`src/rtl/pss_pkg.sv`:
```
package pss_pkg;

   typedef enum logic [1:0] {
      PS_D0    = 2'b00,
      PS_D1    = 2'b01,
      PS_D2    = 2'b10,
      PS_D3HOT = 2'b11
   } pwr_state_e;

   localparam int PMC_W       = 8;
   localparam int PMC_PS_LSB  = 0;
   localparam int PMC_PME_EN  = 2;
   localparam int PMC_NSR     = 3;
   localparam int PMC_PME_STS = 4;

endpackage

```
`src/rtl/pss_cfg_latch.sv`:
```
module pss_cfg_latch #(
   parameter int CFG_W   = 16,
   parameter int SRC_BIT = 14
) (
   input  logic             clk,
   input  logic             por_n,
   input  logic             ld_valid,
   input  logic [CFG_W-1:0] ld_word,
   output logic             nsr
);

   localparam int LAST_BIT = CFG_W - 1;

   if (SRC_BIT > LAST_BIT || SRC_BIT < 0) begin : g_bad_src
      $error("pss_cfg_latch: SRC_BIT outside configuration word");
   end

   logic word_unused;
   assign word_unused = ^ld_word;

   // only power-on clears the option; system reset keeps it
   always_ff @(posedge clk or negedge por_n) begin
      if (!por_n)
         nsr <= 1'b0;
      else if (ld_valid)
         nsr <= ld_word[SRC_BIT];
   end

endmodule

```
`src/rtl/pss_rst_pulse.sv`:
```
module pss_rst_pulse #(
   parameter int SRST_CYC = 4
) (
   input  logic clk,
   input  logic por_n,
   input  logic sys_rst,
   input  logic fire,
   output logic busy
);

   localparam int CNT_W = (SRST_CYC < 2) ? 1 : $clog2(SRST_CYC + 1);
   localparam logic [CNT_W-1:0] CNT_LOAD = CNT_W'(SRST_CYC);

   if (SRST_CYC < 1) begin : g_bad_len
      $error("pss_rst_pulse: SRST_CYC must be at least 1");
   end

   if (SRST_CYC == 1) begin : g_single
      logic q;
      always_ff @(posedge clk or negedge por_n) begin
         if (!por_n)
            q <= 1'b0;
         else if (sys_rst)
            q <= 1'b0;
         else
            q <= fire;
      end
      assign busy = q;
   end else begin : g_count
      logic [CNT_W-1:0] cnt;
      always_ff @(posedge clk or negedge por_n) begin
         if (!por_n)
            cnt <= '0;
         else if (sys_rst)
            cnt <= '0;
         else if (fire)
            cnt <= CNT_LOAD;
         else if (cnt != '0)
            cnt <= cnt - 1'b1;
      end
      assign busy = (cnt != '0);
   end

endmodule

```
`src/rtl/pss_state_trk.sv`:
```
module pss_state_trk
   import pss_pkg::*;
(
   input  logic       clk,
   input  logic       por_n,
   input  logic       sys_rst,
   input  logic       ps_wr,
   input  logic [1:0] ps_wdata,
   input  logic       nsr,
   input  logic       pulse_busy,
   input  logic       init_done,
   output pwr_state_e state,
   output logic       fire,
   output logic       dev_init
);

   logic       wr_ok;
   logic       wake;
   pwr_state_e nxt;

   assign nxt   = pwr_state_e'(ps_wdata);
   assign wr_ok = ps_wr & ~pulse_busy;
   assign wake  = wr_ok & (state == PS_D3HOT) & (nxt == PS_D0);
   assign fire  = wake & ~nsr;

   always_ff @(posedge clk or negedge por_n) begin
      if (!por_n)
         state <= PS_D0;
      else if (sys_rst)
         state <= PS_D0;
      else if (wr_ok)
         state <= nxt;
   end

   always_ff @(posedge clk or negedge por_n) begin
      if (!por_n)
         dev_init <= 1'b0;
      else if (sys_rst || fire)
         dev_init <= 1'b0;
      else if (init_done && !pulse_busy && state == PS_D0)
         dev_init <= 1'b1;
   end

endmodule

```
`src/rtl/pss_pme_ctx.sv`:
```
module pss_pme_ctx #(
   parameter bit PME_IMPL = 1'b1
) (
   input  logic clk,
   input  logic por_n,
   input  logic sys_rst,
   input  logic pme_cap,
   input  logic en_wr,
   input  logic en_wdata,
   input  logic sts_set,
   input  logic sts_clr,
   output logic pme_en,
   output logic pme_sts
);

   if (PME_IMPL) begin : g_pme
      logic keep_ctx;
      assign keep_ctx = pme_cap & pme_en;

      always_ff @(posedge clk or negedge por_n) begin
         if (!por_n)
            pme_en <= 1'b0;
         else if (sys_rst)
            pme_en <= keep_ctx ? pme_en : 1'b0;
         else if (en_wr)
            pme_en <= en_wdata & pme_cap;
      end

      always_ff @(posedge clk or negedge por_n) begin
         if (!por_n)
            pme_sts <= 1'b0;
         else if (sys_rst)
            pme_sts <= keep_ctx ? pme_sts : 1'b0;
         else if (sts_set && pme_cap)
            pme_sts <= 1'b1;
         else if (sts_clr)
            pme_sts <= 1'b0;
      end
   end else begin : g_no_pme
      logic pme_unused;
      assign pme_unused = ^{clk, por_n, sys_rst, pme_cap, en_wr, en_wdata, sts_set, sts_clr};
      assign pme_en  = 1'b0;
      assign pme_sts = 1'b0;
   end

endmodule

```
`src/rtl/pss_ctrl.sv`:
```
module pss_ctrl
   import pss_pkg::*;
#(
   parameter int CFG_W       = 16,
   parameter int NSR_SRC_BIT = 14,
   parameter int SRST_CYC    = 4,
   parameter bit PME_IMPL    = 1'b1
) (
   input  logic             clk,
   input  logic             por_n,
   input  logic             sys_rst,
   input  logic             cfg_ld_valid,
   input  logic [CFG_W-1:0] cfg_ld_word,
   input  logic             ps_wr,
   input  logic [1:0]       ps_wdata,
   input  logic             init_done,
   input  logic             pme_cap,
   input  logic             pme_en_wr,
   input  logic             pme_en_wdata,
   input  logic             pme_sts_set,
   input  logic             pme_sts_clr,
   output logic [7:0]       pmc_img,
   output logic             soft_rst_o,
   output logic             dev_init
);

   if (CFG_W < 1) begin : g_bad_cfg
      $error("pss_ctrl: CFG_W must be positive");
   end

   logic       nsr_q;
   logic       fire;
   logic       busy;
   logic       pme_en_q;
   logic       pme_sts_q;
   pwr_state_e state_q;

   pss_cfg_latch #(
      .CFG_W   (CFG_W),
      .SRC_BIT (NSR_SRC_BIT)
   ) u_cfg (
      .clk      (clk),
      .por_n    (por_n),
      .ld_valid (cfg_ld_valid),
      .ld_word  (cfg_ld_word),
      .nsr      (nsr_q)
   );

   pss_state_trk u_trk (
      .clk        (clk),
      .por_n      (por_n),
      .sys_rst    (sys_rst),
      .ps_wr      (ps_wr),
      .ps_wdata   (ps_wdata),
      .nsr        (nsr_q),
      .pulse_busy (busy),
      .init_done  (init_done),
      .state      (state_q),
      .fire       (fire),
      .dev_init   (dev_init)
   );

   pss_rst_pulse #(
      .SRST_CYC (SRST_CYC)
   ) u_pulse (
      .clk     (clk),
      .por_n   (por_n),
      .sys_rst (sys_rst),
      .fire    (fire),
      .busy    (busy)
   );

   pss_pme_ctx #(
      .PME_IMPL (PME_IMPL)
   ) u_pme (
      .clk      (clk),
      .por_n    (por_n),
      .sys_rst  (sys_rst),
      .pme_cap  (pme_cap),
      .en_wr    (pme_en_wr),
      .en_wdata (pme_en_wdata),
      .sts_set  (pme_sts_set),
      .sts_clr  (pme_sts_clr),
      .pme_en   (pme_en_q),
      .pme_sts  (pme_sts_q)
   );

   assign soft_rst_o = busy;

   always_comb begin
      pmc_img = '0;
      pmc_img[PMC_PS_LSB +: 2] = state_q;
      pmc_img[PMC_PME_EN]      = pme_en_q;
      pmc_img[PMC_NSR]         = nsr_q;
      pmc_img[PMC_PME_STS]     = pme_sts_q;
   end

endmodule

```
`config.mk`:
```
export PLATFORM = sky130hd
export DESIGN_NAME = pss_ctrl
export DESIGN_NICKNAME = d
export VERILOG_FILES = /design/src/rtl/pss_pkg.sv /design/src/rtl/pss_cfg_latch.sv /design/src/rtl/pss_rst_pulse.sv /design/src/rtl/pss_state_trk.sv /design/src/rtl/pss_pme_ctx.sv /design/src/rtl/pss_ctrl.sv
export SDC_FILE = /design/constraint.sdc
export NUM_CORES = 1
export LEC_CHECK = 0
export ABC_AREA = 1
export ABC_CLOCK_PERIOD_IN_PS = 1300
export BUFFER_PORTS_ARGS = -buffer_cell sky130_fd_sc_hd__buf_2
export CAP_MARGIN = 5
export CORE_MARGIN = 1
export CORE_UTILIZATION = 35
export CTS_CLUSTER_SIZE = 10
export DETAILED_ROUTE_END_ITERATION = 8
export PLACE_DENSITY = 0.73
export SLEW_MARGIN = 15
export SYNTH_ARGS = -nofsm -noshare
export SYNTH_HDL_FRONTEND = slang
export SYNTH_SLANG_ARGS = --single-unit
```
`constraint.sdc`:
```
create_clock -name clk -period 1.3 [get_ports clk]
set_clock_uncertainty 0.2 [all_clocks]
set_input_delay 0 -clock clk [delete_from_list [all_inputs] [get_ports clk]]
set_output_delay 0 -clock clk [all_outputs]
set_load 0.05 [all_outputs]
```
==> run metrics <==
met3 GRT Util=1.29%; reg2reg path depth=7; delay-heaviest family, CP=simple AND/OR/NAND/NOR gates; cell count after synthesis=67; r2r endpoint=u_trk.dev_init; crit end category=flop; MaxCap Viol Count=0; # DRC=0; min-delay worst type=in -> reg; Die Y=about 42 µm; vias per cell=4.44; grt ovf=0; Final HPWL DP=852 µm; gr busiest metal=met2; WP data arrival=1.26 ns; syn avg cell area=8.37 µm²; sequential share of the synthesized area=40.2%; I/O Pins=39; failing checks=setup timing; min setup slack post-route=-0.00618 ns; final worst path period share=100%; Peak VDD IR=~1.1 mV; flop2flop setup slack=-0.006 ns; synthesized area=approximately 560 µm²; Clk Latency, worst-skew pair=0.26 ns; most frequent cells in the layout=buf_2 (19), dlygate4sd3_1 (14), nand2_1 (9); Num CTS Buffers=3; chip width=roughly 42 µm; CP bufs+invs=1; CTS tree=built; Final min period=roughly 1.3 ns; Starting Density=roughly 37%; Site Rows=14; # diodes=0; Pwr per Cell Area=about 1900 mW/mm²; Final setup viols=4; nature of the critical path startpoint=flop; RSZ-0062 raised after global routing=true; first-pass GRT wire length=2.01 mm; ranking of synthesized cells by area=dfrtp_1 (40%), buf_4 (8.0%), nand3_1 (7.1%); CTS clk-pin slew, worst paths=0.06 ns; TNS Setup=-0.0169 ns; crit path max fanout=8; via count=roughly 520; clock buffer depth=2; final WL=1.17 mm; maximum clock rate=766 MHz; CP max stage cell=dfrtp_1; Synth Warn #=0; largest net degree at the start of global routing=10; Static Leakage=approximately 0.43 nW; met2 Usage GRT=about a quarter; P&R area growth vs syn=51.1%; crit-path most repeated cell=nand2_4; Yosys top cell by area=dfrtp_1; drt wl/cell=slightly below 10 µm; first-pass detailed-route iteration total=4; Worst Hold End=u_cfg.nsr; Port Buf Inserts=20; WS Path Type=reg -> reg; top cell type's share of synthesized area=40.2%; slowest stage delay, CP=0.37 ns; H-tree depth=1; Distinct cells, synth=18; Die Footprint=0.00177 mm²; initial antenna violation count=0; Hold Slack=0.281 ns; worst slack at placement=-0.0269 ns; commonest non-fill, non-tap cell in the layout=buf_2; post-synthesis register bit count=9; Final Max Tran Viols=0; Final ANT Viol Nets=0; min-delay src=cfg_ld_valid; worst-path cell chain=inv_2 -> ha_4 -> nand2_8 -> nor2_4 -> nand2_4 -> nand2_4 -> nor2_2; M1 GR Usage=approximately 18%; final hold vios=0; CORE AREA=0.00151 mm²; total power=1.60 mW; WHS Path Cells=3; Total GRT Usage=15.0%; Data required, critical path=roughly 1.3 ns; vias in the first global route=528; FF-to-FF Start=u_pulse.g_count.cnt[1]; GPL Wtd Cong=0.758; # clock sinks=9; Worst Setup SP=u_pulse.g_count.cnt[1]; Final Net Count=134; CTS root buffer=clkbuf_4; status=finished, violations left; fillers=150; fraction of layout cells with a size suffix above 1=a little over 40%; starting DRC count in detailed routing=5
-- layer usage --
metal	routed length, µm	vias up
li1	-	268
met1	506	244
met2	634	12
met3	24	0
met4	0	0
met5	0	-
-- worst min-delay path, stage by stage --
cell and delay [ns]:
dlygate4sd3_1 0.52, buf_2 0.10, o21ai_0 0.07
-- what timing repair did --
| action | in CTS | in global routing |
|---|---|---|
| pin swaps | 1 | 1 |
| endpoints found under the hold margin | 18 | 9 |
| endpoints found under the setup margin | 4 | 16 |
| resized for setup | 2 | 0 |
| buffers inserted | 0 | 0 |
| hold buffers | 14 | 1 |
-- layout make-up --
| class | count | area (µm²) | area share, % |
|---|---|---|---|
| clock buffers | 4 | 26.3 | 3.10 |
| inverters | 12 | 45.0 | 5.32 |
| multi-input cells | 42 | 274 | 32.3 |
| well taps | 16 | 20.0 | 2.36 |
| repair buffers | 35 | 254 | 30.0 |
| flip-flops and latches | 9 | 228 | 26.9 |
-- Yosys cell counts --
master,count
dfrtp_1,9
inv_1,9
nand2_1,9
nand3_1,8
buf_4,6
o21ai_1,5
inv_2,3
nand2_4,3
nor2_2,3
ha_1,2
nor2_1,2
nor2_4,2
a21oi_2,1
conb_1,1
nand2_2,1
o21ai_0,1
or2_1,1
xor2_1,1
-- worst max-delay path by stage --
stage | end | slack (ns) | depth (start not counted)
6_report | u_trk.dev_init | -0.006 | 7
4_1_cts | soft_rst_o | -0.02 | 4
5_1_grt | u_trk.dev_init | -0.07 | 7
3_5_place_dp | u_trk.dev_init | -0.03 | 7
2_1_floorplan | u_pulse.g_count.cnt[0] | -0.04 | 7
3_3_place_gp | u_pulse.g_count.cnt[0] | 0.003 | 7
-- flip-flops by register name, indices dropped and copies added, names as in the netlist --
name,cells
u_cfg.nsr,1
u_pme.pme_en,1
u_pulse.g_count.cnt,3
u_trk.state,2
u_trk.dev_init,1
u_pme.pme_sts,1
-- power by group --
group	leakage [nW]	switching, mW	internal [mW]	total [mW]
clock network	0.0150	0.0953	0.118	0.213
logic	0.302	0.621	0.369	0.989
registers	0.116	0.0421	0.356	0.398
total	0.433	0.758	0.843	1.60
-- logic make-up after synthesis --
logic type	after synthesis	synth area share (%)
and+or+nand+nor	29	30.1
buffers and inverters	18	16.1
other	1	0.669
AOI/OAI and AO/OA	7	6.92
adders and majority gates	2	4.46
xor gates and xnor gates	1	1.56
DFF	9	40.2
-- through the flow --
step	instances	util (%)	cell area (µm²)
floorplan	69	-	592
global placement	100	44.8	674
detailed placement	100	44.8	674
CTS	118	56.2	847
global route	118	56.2	847
finish	118	56.2	847
(Power assumes the default switching activity.)
